### config.mk
export PLATFORM = sky130hd
export DESIGN_NAME = txdesc_sequencer
export DESIGN_NICKNAME = d
export VERILOG_FILES = /design/src/rtl/txseq_pkg.sv /design/src/rtl/txseq_ctrl.sv /design/src/rtl/txseq_datapath.sv /design/src/rtl/txdesc_sequencer.sv
export SDC_FILE = /design/constraint.sdc
export NUM_CORES = 1
export LEC_CHECK = 0
export BUFFER_PORTS_ARGS = -buffer_cell sky130_fd_sc_hd__buf_2
export CAP_MARGIN = 20
export CORE_ASPECT_RATIO = 0.8
export CORE_UTILIZATION = 48
export DETAILED_ROUTE_END_ITERATION = 10
export HOLD_SLACK_MARGIN = 0.02
export PLACE_DENSITY = 0.77
export SLEW_MARGIN = 20
export SYNTH_ARGS = -nofsm -noshare
export SYNTH_HDL_FRONTEND = slang
export SYNTH_SLANG_ARGS = --single-unit
### constraint.sdc
create_clock -name clk -period 5.3 [get_ports clk]
set_input_delay 1.59 -clock clk [delete_from_list [all_inputs] [get_ports clk]]
set_output_delay 1.59 -clock clk [all_outputs]
set_load 0.03 [all_outputs]
### src/rtl/txseq_pkg.sv
package txseq_pkg;

  // Where the next descriptor address comes from
  typedef enum logic [1:0] {
    SRC_STEP = 2'd0,   // current + size + skip
    SRC_BASE = 2'd1,   // ring wrap to list base
    SRC_LINK = 2'd2    // chained: second address word
  } nextSrc_e;

  // Strobes from control to datapath
  typedef struct packed {
    logic     loadBase;  // reload current address from base
    logic     advance;   // accept a request this cycle
    logic     linked;    // descriptor is chained (size 2 don't-care)
    nextSrc_e src;       // selected address source
  } seqStrobe_t;

  localparam int END_RING_BIT = 21;
  localparam int CHAIN_BIT    = 20;
  localparam int ALIGN_BITS   = 2;

endpackage

### src/rtl/txseq_ctrl.sv
module txseq_ctrl
  import txseq_pkg::*;
#(
  parameter int CTRL_W = 32
) (
  input  logic              clk,
  input  logic              rst,
  input  logic              restart,
  input  logic              nextReq,
  input  logic [CTRL_W-1:0] ctrlWord,
  output seqStrobe_t        strobe,
  output logic              validQ
);

  localparam logic [CTRL_W-1:0] RING_MASK  = CTRL_W'(1) << END_RING_BIT;
  localparam logic [CTRL_W-1:0] CHAIN_MASK = CTRL_W'(1) << CHAIN_BIT;

  logic endRing;
  logic chained;

  // Masking keeps every bit of the word in the expression
  assign endRing = |(ctrlWord & RING_MASK);
  assign chained = |(ctrlWord & CHAIN_MASK);

  always_comb begin
    strobe          = '0;
    strobe.loadBase = restart;
    strobe.advance  = nextReq & ~restart;
    strobe.linked   = chained;
    // Fixed precedence: end of ring over chaining over stepping
    if (endRing)      strobe.src = SRC_BASE;
    else if (chained) strobe.src = SRC_LINK;
    else              strobe.src = SRC_STEP;
  end

  always_ff @(posedge clk) begin
    if (rst) validQ <= 1'b0;
    else     validQ <= strobe.advance;
  end

endmodule

### src/rtl/txseq_datapath.sv
module txseq_datapath
  import txseq_pkg::*;
#(
  parameter int ADDR_W = 32,
  parameter int SIZE_W = 4,
  parameter int SKIP_W = 5
) (
  input  logic              clk,
  input  logic              rst,
  input  seqStrobe_t        strobe,
  input  logic [ADDR_W-1:0] baseAddr,
  input  logic [ADDR_W-1:0] secondAddr,
  input  logic [SIZE_W-1:0] descWords,
  input  logic [SKIP_W-1:0] skipWords,
  output logic [ADDR_W-1:0] curAddr,
  output logic [ADDR_W-1:0] nextAddr,
  output logic              ignoreSize2
);

  localparam int SUM_W = ((SIZE_W > SKIP_W) ? SIZE_W : SKIP_W) + 1;
  localparam logic [ADDR_W-1:0] LOW_MASK = ADDR_W'((1 << ALIGN_BITS) - 1);

  logic [SUM_W-1:0]  wordSum;
  logic [ADDR_W-1:0] strideBytes;
  logic [ADDR_W-1:0] baseAligned;
  logic [ADDR_W-1:0] linkAligned;
  logic [ADDR_W-1:0] stepAddr;
  logic [ADDR_W-1:0] candidate;

  assign wordSum     = SUM_W'(descWords) + SUM_W'(skipWords);
  assign strideBytes = ADDR_W'(wordSum) << ALIGN_BITS;
  assign baseAligned = baseAddr & ~LOW_MASK;
  assign linkAligned = secondAddr & ~LOW_MASK;
  assign stepAddr    = (curAddr + strideBytes) & ~LOW_MASK;

  always_comb begin
    unique case (strobe.src)
      SRC_BASE: candidate = baseAligned;
      SRC_LINK: candidate = linkAligned;
      default:  candidate = stepAddr;
    endcase
  end

  always_ff @(posedge clk) begin
    if (rst || strobe.loadBase) begin
      curAddr <= baseAligned;
    end else if (strobe.advance) begin
      curAddr <= candidate;
    end
  end

  always_ff @(posedge clk) begin
    if (rst) begin
      nextAddr    <= '0;
      ignoreSize2 <= 1'b0;
    end else if (strobe.advance) begin
      nextAddr    <= candidate;
      ignoreSize2 <= strobe.linked;
    end
  end

endmodule

### src/rtl/txdesc_sequencer.sv
module txdesc_sequencer
  import txseq_pkg::*;
#(
  parameter int ADDR_W = 32,
  parameter int CTRL_W = 32,
  parameter int SIZE_W = 4,
  parameter int SKIP_W = 5
) (
  input  logic              clk,
  input  logic              rst,
  input  logic              restart,
  input  logic              nextReq,
  input  logic [ADDR_W-1:0] baseAddr,
  input  logic [CTRL_W-1:0] ctrlWord,
  input  logic [ADDR_W-1:0] secondAddr,
  input  logic [SIZE_W-1:0] descWords,
  input  logic [SKIP_W-1:0] skipWords,
  output logic [ADDR_W-1:0] curAddr,
  output logic [ADDR_W-1:0] nextAddr,
  output logic              nextValid,
  output logic              ignoreSize2
);

  seqStrobe_t strobe;

  txseq_ctrl #(.CTRL_W(CTRL_W)) u_ctrl (
    .clk      (clk),
    .rst      (rst),
    .restart  (restart),
    .nextReq  (nextReq),
    .ctrlWord (ctrlWord),
    .strobe   (strobe),
    .validQ   (nextValid)
  );

  txseq_datapath #(
    .ADDR_W (ADDR_W),
    .SIZE_W (SIZE_W),
    .SKIP_W (SKIP_W)
  ) u_dp (
    .clk         (clk),
    .rst         (rst),
    .strobe      (strobe),
    .baseAddr    (baseAddr),
    .secondAddr  (secondAddr),
    .descWords   (descWords),
    .skipWords   (skipWords),
    .curAddr     (curAddr),
    .nextAddr    (nextAddr),
    .ignoreSize2 (ignoreSize2)
  );

endmodule

==> summary.txt <==
Outcome
  • Outcome: finished clean

Drt
  • First DRT Iteration DRCs: 342
  • Vias per cell: 5.89
  • Post-Route WL: 11900 um
  • WL/cell: ~17 um
  • Vias: 4071
  • Drt pass-1 iters: 5
  • Residual DRC: 0
  • Post-DRT Antenna Nets: 0

Die
  • Die area: 0.00876 sq mm
  • # IOs: around 180
  • Die width: 104 um
  • Core Area: 0.00802 sq mm
  • Core Rows: 29
  • Initial core utilization: around half
  • Die Height: 83.9 um

Logic synthesis
  • Largest area contributor in the netlist: edfxtp_1
  • Post-synthesis cell type count: 65
  • Post-synth ARST share: 0%
  • Post-Syn Instances: 460
  • Post-synth EDFFs: 30
  • Syn avg cell area: 8.75 sq um
  • Share of Yosys cell area claimed by the top area cell type: 22.4%
  • Predominant post-synthesis flop cell: dfxtp_1
  • Yosys warnings: 0
  • Seq/Total Area, Yosys: 38.3%
  • Synth Cell Area: 0.00402 sq mm
  • Area contributors post-synth: edfxtp_1 22%, dfxtp_1 16%, nor2_1 5.1%
  • Count of state elements after synthesis: 62

CTS
  • Clk_lat worst skew: 330 ps
  • CTS Buf Count: 9
  • Root Driver: clkbuf_8
  • Buffer count from post-CTS setup fixing: 0
  • H-tree Lvls: 3
  • TritonCTS Sinks: 62
  • Post-CTS sizing: 0
  • CTS tree: built
  • Clock Pin Slew Worst Setup and Hold Paths: about 70 ps
  • CTS Hold Bufs: 0
  • Max clock buf depth: 2

Worst setup path
  • CP Class: in2reg
  • Crit path arrival time: 4680 ps
  • CP max stage cell: nor4_1
  • Crit-path max cell delay: 530 ps
  • CP top delay family: compound AO/OA/AOI/OAI gates
  • Crit end category: flip-flop
  • CP required: 5360 ps
  • Worst path bufs/invs: 1
  • CP max FO: 8
  • Crit start category: primary input
  • CP cell instances: buf_2, ha_1, fa_1, a21o_1, a21oi_1, xnor2_1, ha_1, o21ai_0, o21a_2, nor4_1, nor2_1, a211oi_1, a21oi_1

Place
  • PortBufs: between 100 and 150
  • DP Cell Count: 674
  • Final Wtd Congestion: 0.820
  • Placed wire-length estimate: between 8000 and 9000 um

STA
  • Final setup fails: 0
  • Tmin final: 4620 ps
  • Setup TNS: 0 ps
  • RSZ-0062 raised after global routing: no
  • Fin crit share: around 87%
  • Rel. slew slack: 30.5%
  • Final Hold Fails: 0
  • Least-Margin Pin Slew: 1040 ps
  • Clock skew after layout: 8.92 ps
  • Slew Viols, Final: 0
  • Fmax: 216 MHz
  • Worst hold slack: 460 ps

Pwr
  • Leak: 2.06 nW
  • Total power: roughly 0.0014 W
  • Pwr dens: 280 mW/mm^2
  • Worst vdd ir: about 150 uV

Global routing
  • Initial antenna violation count: 0
  • Vias in the first global route: 3926
  • Gr usage total: between 20% and 30%
  • First-pass GRT wire length: 19200 um
  • Largest net degree at the start of global routing: between 50 and 60
  • Total global routing overflow: 0

Finish
  • Layout cells sized above 1: 30.9%
  • Area added between synthesis and finish: 22.2%
  • Fill cells: between 700 and 800
  • Nets: 699
  • Ant diodes: 0
  • Layout Cells excl Fill: ~690

Job
  • Max cap viols: 0

Worst hold path
  • Min-delay worst type: reg2reg
-- synth_stat cells, drive strengths merged (8+ instances only) --
cell,instances
a21oi,41
a211oi,28
o21ai,34
nand2,39
clkbuf,25
nor2,55
edfxtp,30
nor4,8
a221oi,8
xnor2,10
dfxtp,32
buf,11
mux2i,8
nor3,8
inv,10
ha,10
nand3,8
-- layer usage --
layer / global-route usage (%) / wire (um) / part of all wire (%) / vias up
li1: - / - / - / 1947
met1: 36.8 / 5400 / 45 / 1920
met2: 43.9 / 5450 / 46 / 191
met3: 6.87 / 977 / 8.2 / 13
met4: 6.23 / 101 / 0.85 / 0
met5: 0 / 0 / 0 / -
-- per-stage QoR --
stage,cell area (sq um),setup slack [ps],utilization (%)
3_3_place_gp,4730,464,58.9
3_5_place_dp,4730,380,58.9
5_1_grt,4920,446,61.3
4_1_cts,4880,727,60.9
2_1_floorplan,4040,881,-
6_report,4920,677,61.3
-- sequential cells by signal, summed over array words and instances (netlist names) --
signal / cells
u_ctrl.validQ: 1
u_dp.nextAddr: 30
u_dp.curAddr: 30
u_dp.ignoreSize2: 1
-- cell usage in the layout, fill, tap and decap left out, types with 4 or more instances in the layout --
cell type and instances:
o21ai_0 28, nand2_1 39, nor3_1 6, a222oi_1 5, mux2i_1 8, nor4_1 6, nand3_1 7, o21a_1 4
conb_1 4, edfxtp_1 30, clkbuf_8 9, nor2_1 54, inv_1 10, and3_1 4, a211oi_1 26, buf_2 136
xor2_1 7, a221oi_1 4, clkinv_2 4, a21oi_1 41, dfxtp_1 32, nand2b_1 6, a22oi_1 6, ha_1 10
a221oi_2 4, o31ai_1 5, or3_1 7, and2_1 4, xnor2_1 10
-- cell type report --
class / instances / area (sq um) / share of cell area (%)
clock inverters: 5 / 26.3 / 0.534
repair buffers: 140 / 731 / 14.9
inverters: 10 / 37.5 / 0.764
flip-flops and latches: 62 / 1540 / 31.4
well taps: 108 / 135 / 2.75
clock buffers: 11 / 131 / 2.67
multi-input cells: 355 / 2310 / 47.1
-- worst paths after layout --
| kind | start | to | slack [ps] | depth (start not counted) |
|---|---|---|---|---|
| setup / recovery | descWords[0] | u_dp.curAddr[28] | 680 | 13 |
| hold / removal | u_dp.nextAddr[14] | u_dp.nextAddr[14] | 460 | 2 |
| setup reg to reg | u_dp.curAddr[2] | u_dp.curAddr[18] | 2370 | 8 |
| hold reg to reg | u_dp.nextAddr[14] | u_dp.nextAddr[14] | 460 | 2 |
-- cells by family (layout without fill, tap and decap cells) --
group,count (synthesis),in the layout,synth area share [%]
fa+ha+maj,12,12,4.10
xor+xnor,17,17,3.70
mux,8,8,1.99
flops,62,62,38.3
compound gates,151,151,26.0
buf+inv,46,166,4.91
other cells,1,4,0.0932
simple gates,163,163,20.9
-- report_power, final --
group          internal, W  total, W  switching [W]
clock             0.000167  0.000355       0.000188
sequential        0.000546  0.000581      0.0000343
combinational     0.000154  0.000439       0.000285
total             0.000867   0.00138       0.000508
-- worst min-delay path: stages (launching register included) --
cell and delay, ps:
dfxtp_1 310, nand2_1 50, a21oi_1 50
(Power assumes the default switching activity.)
